$ cat src/rtl/dispen_filt_pkg.sv
package dispen_filt_pkg;

    typedef enum logic [1:0] {
        HOLD_KEEP  = 2'd0,
        HOLD_LOAD  = 2'd1,
        HOLD_CLEAR = 2'd2,
        HOLD_STEP  = 2'd3
    } hold_cmd_e;

    typedef struct packed {
        logic seen;     // last raw level observed at a field strobe
        logic shown;    // filtered level presented at the output
        logic refresh;  // full-refresh request, one cycle
    } filt_state_t;

endpackage

$ cat src/rtl/dispen_holdoff_cnt.sv
module dispen_holdoff_cnt
    import dispen_filt_pkg::*;
#(
    parameter int HOLD_FIELDS = 2
) (
    input  logic      clk_i,
    input  logic      rst_i,
    input  hold_cmd_e cmd_i,
    output logic      busy_o,
    output logic      last_o
);

    localparam int CW = $clog2(HOLD_FIELDS + 1);
    localparam logic [CW-1:0] LOAD_VAL = CW'(HOLD_FIELDS);
    localparam logic [CW-1:0] ONE      = CW'(1);

    logic [CW-1:0] cnt_d, cnt_q;

    always_comb begin
        cnt_d = cnt_q;
        unique case (cmd_i)
            HOLD_LOAD:  cnt_d = LOAD_VAL;
            HOLD_CLEAR: cnt_d = '0;
            HOLD_STEP:  if (cnt_q != '0) cnt_d = cnt_q - ONE;
            default:    cnt_d = cnt_q;
        endcase
    end

    always_ff @(posedge clk_i) begin
        if (rst_i) cnt_q <= '0;
        else       cnt_q <= cnt_d;
    end

    assign busy_o = (cnt_q != '0);
    assign last_o = (cnt_q == ONE);

endmodule

$ cat src/rtl/dispen_filt_core.sv
module dispen_filt_core
    import dispen_filt_pkg::*;
(
    input  logic        field_stb_i,
    input  logic        raw_en_i,
    input  filt_state_t state_q_i,
    input  logic        hold_busy_i,
    input  logic        hold_last_i,
    output filt_state_t state_d_o,
    output hold_cmd_e   hold_cmd_o
);

    logic level_changed;

    assign level_changed = (raw_en_i != state_q_i.seen);

    always_comb begin
        state_d_o         = state_q_i;
        state_d_o.refresh = 1'b0;
        hold_cmd_o        = HOLD_KEEP;

        if (field_stb_i) begin
            if (level_changed && hold_busy_i) begin
                // a second change during hold-off: drop the countdown
                hold_cmd_o      = HOLD_CLEAR;
                state_d_o.seen  = raw_en_i;
                state_d_o.shown = raw_en_i;
            end else if (level_changed && raw_en_i) begin
                // activation is immediate and asks for a redraw
                state_d_o.seen    = 1'b1;
                state_d_o.shown   = 1'b1;
                state_d_o.refresh = 1'b1;
            end else if (level_changed) begin
                // deactivation: keep the shown level, start the hold-off
                hold_cmd_o      = HOLD_LOAD;
                state_d_o.seen  = 1'b0;
                state_d_o.shown = state_q_i.seen;
            end else if (hold_busy_i) begin
                hold_cmd_o = HOLD_STEP;
                if (hold_last_i) begin
                    state_d_o.shown   = state_q_i.seen;
                    state_d_o.refresh = state_q_i.seen;
                end
            end
        end
    end

endmodule

$ cat src/rtl/dispen_glitch_filter.sv
module dispen_glitch_filter
    import dispen_filt_pkg::*;
#(
    parameter int HOLD_FIELDS = 2
) (
    input  logic clk_i,
    input  logic rst_i,
    input  logic field_stb_i,
    input  logic raw_en_i,
    output logic disp_active_o,
    output logic refresh_o
);

    filt_state_t state_d, state_q;
    hold_cmd_e   hold_cmd;
    logic        hold_busy;
    logic        hold_last;

    dispen_filt_core u_core (
        .field_stb_i (field_stb_i),
        .raw_en_i    (raw_en_i),
        .state_q_i   (state_q),
        .hold_busy_i (hold_busy),
        .hold_last_i (hold_last),
        .state_d_o   (state_d),
        .hold_cmd_o  (hold_cmd)
    );

    dispen_holdoff_cnt #(
        .HOLD_FIELDS (HOLD_FIELDS)
    ) u_hold (
        .clk_i  (clk_i),
        .rst_i  (rst_i),
        .cmd_i  (hold_cmd),
        .busy_o (hold_busy),
        .last_o (hold_last)
    );

    always_ff @(posedge clk_i) begin
        if (rst_i) state_q <= '0;
        else       state_q <= state_d;
    end

    assign disp_active_o = state_q.shown;
    assign refresh_o     = state_q.refresh;

endmodule

$ cat config.mk
export PLATFORM = sky130hd
export DESIGN_NAME = dispen_glitch_filter
export DESIGN_NICKNAME = d
export VERILOG_FILES = /design/src/rtl/dispen_filt_pkg.sv /design/src/rtl/dispen_holdoff_cnt.sv /design/src/rtl/dispen_filt_core.sv /design/src/rtl/dispen_glitch_filter.sv
export SDC_FILE = /design/constraint.sdc
export NUM_CORES = 1
export LEC_CHECK = 0
export CAP_MARGIN = 0
export CORE_AREA = 2 2 39 41
export DETAILED_ROUTE_END_ITERATION = 8
export DIE_AREA = 0 0 41 43
export PLACE_DENSITY = 0.46
export SLEW_MARGIN = 20
export SYNTH_ARGS = -nofsm -noshare
export SYNTH_HDL_FRONTEND = slang
export SYNTH_SLANG_ARGS = --single-unit
$ cat constraint.sdc
create_clock -name clk_i -period 2.2 [get_ports clk_i]
set_input_delay 0.44 -clock clk_i [delete_from_list [all_inputs] [get_ports clk_i]]
set_output_delay 0.44 -clock clk_i [all_outputs]
set_load 0.1 [all_outputs]
* After elaboration in Yosys (flattened, before gate mapping) *
Cells that the tools add are included.

cells by class
  add/sub/neg operators = 1
  eq/ne operators = 6
  muxes and demuxes = 14
  bitwise gates (word level) = 1
  reductions and logical operators = 11

operator list
  cell                 count
  $mux 2               9
  $reduce_bool 4->1    2
  $pmux 2 s3           1
  $reduce_bool 3->1    2
  $eq 2x1->1 const B   2
  $eq 2x2->1 const B   2
  $reduce_and 2->1     2
  $mux 1               3
  $mux 3               1
  $reduce_and 3->1     1
  $reduce_or 3->1      1
  $logic_and 1x1->1    2
  $ne 2x2->1 const B   1
  $reduce_bool 2->1    1
  $sub 2x1->2 const B  1
  $ne 1x1->1           1
  $not 1->1            1

storage, ports and cells
  register bits after elaboration = 5
  input bits = 4
  output and inout port bits = 2
  word-level logic and storage cells = 37

* Depth between registers and ports, before layout *
  word-level depth = 9
  depth in mapped cells = 5
  mapped depth without buffers = 5

* By module *
Synthesis repeated with hierarchy kept, for this count alone.

unflattened totals
  cell total of the unflattened synthesis = 44
  area total of the unflattened synthesis = 376.6 sq um

modules (own cells, without submodules)
  module                instances  cells each  area each (sq um)  sequential area each (sq um)
  dispen_holdoff_cnt    1          17          163.9              40.0
  dispen_filt_core      1          21          133.9              0.0
  dispen_glitch_filter  1          6           78.8               60.1

* Worst setup path after synthesis *
No wires, ideal clock.

  path kind = flip-flop to flip-flop
  from = reg, netlist name disp_active_o
  to = reg state_q, in the netlist disp_active_o
  setup time = 67 ps
  arrival time = 1355 ps
  required time = 2133 ps
  slack = 777 ps
  cell stages (with the launch flop) = 4
  path buffers = 0
  clock period less this slack = 1423 ps
  cell sequence = dfxtp_1 nor3b_1 a41oi_1 o21ai_2

RTL lines
  what                  line                        text
  to (signal assigned)  dispen_glitch_filter.sv:41  else state_q <= state_d;
  to (decl)             dispen_glitch_filter.sv:14  filt_state_t state_d, state_q;

* Worst setup path in the final report *
  from = in raw_en_i
  to = reg state_q, in the netlist disp_active_o

between the ends
  word-level cells in the longest chain between the ends = 4
  elaborated cells between the ends (all ways) = 9
  classes of those cells = 1 x eq/ne; 3 x mux; 5 x reduce/logical

ends and longest elaborated chain
  what                                                          line                       text
  from (decl)                                                   dispen_glitch_filter.sv:9  input logic raw_en_i,
  $ne 1x1->1                                                    dispen_filt_core.sv:15     assign level_changed = (raw_en_i != state_q_i.seen);
  $logic_and 1x1->1, or another cell as far along               dispen_filt_core.sv:28     end else if (level_changed && raw_en_i) begin
  $reduce_bool 4->1 (no source line) or $mux 3 (tied branches)  n/a
  $reduce_and 3->1 (no source line) or $mux 2 (tied branches)   n/a

Several ways; a longest one is shown, not always the timed one.
A chain may end at the register's enable or synchronous reset.

==> results_dict.tcl <==
set metrics [dict create \
    status "finished clean" \
    core_area_um2 1380 \
    ctsRootBufferMaster "clkbuf_4" \
    finalSetupViolCount 0 \
    slew-limit-headroom 0.815 \
    synth_seq_area_share 0.301 \
    cp-start-kind "primary input" \
    hold-worst-slack_ns 0.518 \
    gp_congestion 0.743 \
    wire_per_inst_um 10.3 \
    placed_area_um2 398 \
    antenna_found_initial 0 \
    drive_gt1_frac 0.191 \
    p_int_uw 197 \
    track_usage 0.0883 \
    htreeDepth 1 \
    synthTopCellsByArea "dfxtp_1 (30%), ha_1 (15%), inv_1 (6.8%)" \
    cp-end-kind "flip-flop" \
    grt_max_degree 10 \
    antenna_cells 0 \
    path_max_fanout 9 \
    hold_class "reg -> reg" \
    ant_nets 0 \
    cts_buffer_depth 2 \
    numPortBuffers 5 \
    critical_path_class "in -> reg" \
    post_cts_resized 0 \
    syn_to_final_growth_pct 27.4 \
    grt_pass1_wl_um 979 \
    worst_slew_pin_slew_ns 0.279 \
    total_power_uw 289 \
    via_count 299 \
    p_sw_uw 92.1 \
    clkSinkCount 5 \
    rsz0062_at_grt "no" \
    regToRegSetupSlack_ns 0.78 \
    cts_setup_buffers 0 \
    most-common-layout-cells "inv_1 (6), dfxtp_1 (5), ha_1 (4)" \
    hold_viol 0 \
    yosysTopAreaCell "dfxtp_1" \
    min_period_ns 1.73 \
    post-dp-hpwl_um 485 \
    synthDistinctLibCells 21 \
    ys_ff_latch 5 \
    drc 0 \
    globalRouteMet3Util 0.0942 \
    synth_cells 38 \
    use_met1 0.115 \
    dr.pass1.iters 2 \
    die_h_um 43 \
    ir_drop_v 0.000348 \
    synth_area_per_cell_um2 8.76 \
    r2r_start "state_q[2]$_SDFFE_PP0P_" \
    clock_skew_ns 0.00350 \
    tns_ns 0 \
    postLayoutCellArea_um2 424 \
    ys_warn_count 0 \
    reg2regPathDepth 5 \
    worstSetupStartpoint "raw_en_i" \
    crit_required_ns 2.33 \
    holdCritStartpoint "state_q[2]$_SDFFE_PP0P_" \
    maxCapViolations 0 \
    hold_buffers 0 \
    busiest_layer "met1" \
    fmax_ghz 0.578 \
    final_common_cell "inv_1" \
    cts_buffers 3 \
    clk_latency_ns 0.24 \
    dieArea_um2 1760 \
    drt-vias-per-instance 4.75 \
    p_comb_frac 0.281 \
    clkTransAtPathRegs_ns 0.04 \
    cts_tree "built" \
    fin_crit_sh 0.787 \
    cp.arrival_ns 1.86 \
    drt-total-wl_um 652 \
    grt_use_met2 0.0969 \
    reg2reg_to "disp_active_o$_SDFFE_PP0P_" \
    power_density_nw_per_um2 682 \
    drt_iter0_drc 4 \
    switching_share 0.319 \
    initial_core_util 0.241 \
    pwr-share-seq 0.347 \
    power.static_leakage_nw 0.176 \
    die_w_um 41 \
    synth_top_cell_area_share 0.301 \
    fin_util 0.307 \
    overflow 0 \
    clock_power_share 0.372 \
    netlist_area_um2 333 \
    top_level_ports 6 \
    final_nets 56 \
    cp-endpoint "disp_active_o$_SDFFE_PP0P_" \
    num_rows 14 \
    finalMaxSlewViolations 0 \
    synth_nets 46 \
    first_global_vias 232 \
]
cell usage after synthesis:
cell	instances
nand2b_4	1
ha_1	4
a221oi_1	1
a32o_1	1
o21ai_1	2
o22ai_1	1
nor2b_4	1
and3_1	1
nor2_1	2
a41oi_1	1
nand3b_1	1
a211o_1	1
nor4_1	1
o21ai_2	1
inv_1	6
nand2_1	3
o22a_2	1
nor3b_1	1
dfxtp_1	5
a21oi_1	2
o21ai_0	1
stage by stage:
stage	std cells	setup slack, ns
after global placement	59	0.189
after global routing	63	0.424
after CTS	63	0.471
after floorplan	38	0.777
final	63	0.469
after detailed placement	59	0.212
registers in the layout (all words and copies together), names as in the netlist:
signal,flops
state_q,1
refresh_o,1
u_hold.cnt_q,2
disp_active_o,1
critical path, cell delays in order:
cell             delay [ns]
clkdlybuf4s50_1        0.49
ha_1                   0.43
o22a_2                 0.25
a21oi_1                0.17
o21ai_2                0.08
cells by family after synthesis:
family / share of synthesized area
buffers and inverters: 0.0677
AO/OA/AOI/OAI: 0.259
AND/OR/NAND/NOR: 0.222
adder cells (fa/ha/maj): 0.150
flip-flops: 0.301
per-layer routing:
| metal | share of wire | vias up | wire length, um |
|---|---|---|---|
| li1 | - | 156 | - |
| met1 | 0.53 | 136 | 347 |
| met2 | 0.40 | 7 | 261 |
| met3 | 0.064 | 0 | 42 |
| met4 | 0 | 0 | 0 |
| met5 | 0 | - | 0 |
cell type report:
type,count,area (um2)
Multi-Input combinational cell,27,210
Fill cell,145,960
Timing Repair Buffer,5,45.0
Tap cell,16,20.0
Inverter,6,22.5
Clock buffer,4,26.3
Sequential cell,5,100
how the worst min path moves through the flow:
stage | slack, ns | end | cells past startpoint
finish | 0.52 | state_q[2]$_SDFFE_PP0P_ | 2
global route | 0.53 | state_q[2]$_SDFFE_PP0P_ | 2
CTS | 0.52 | state_q[2]$_SDFFE_PP0P_ | 2
detailed placement | 0.52 | state_q[2]$_SDFFE_PP0P_ | 2
global placement | 0.51 | state_q[2]$_SDFFE_PP0P_ | 2
floorplan | 0.47 | u_hold.cnt_q[1]$_SDFFE_PP0P_ | 2
power groups by stage:
stage               registers (mW)  clock network (mW)  logic (mW)
floorplan                    0.120                   0      0.0427
global placement             0.102                   0      0.0820
detailed placement           0.102                   0      0.0812
CTS                          0.100               0.112      0.0816
global route                 0.101               0.120      0.0873
finish                       0.100               0.107      0.0814
No activity file was read; power rests on OpenSTA's default activity.
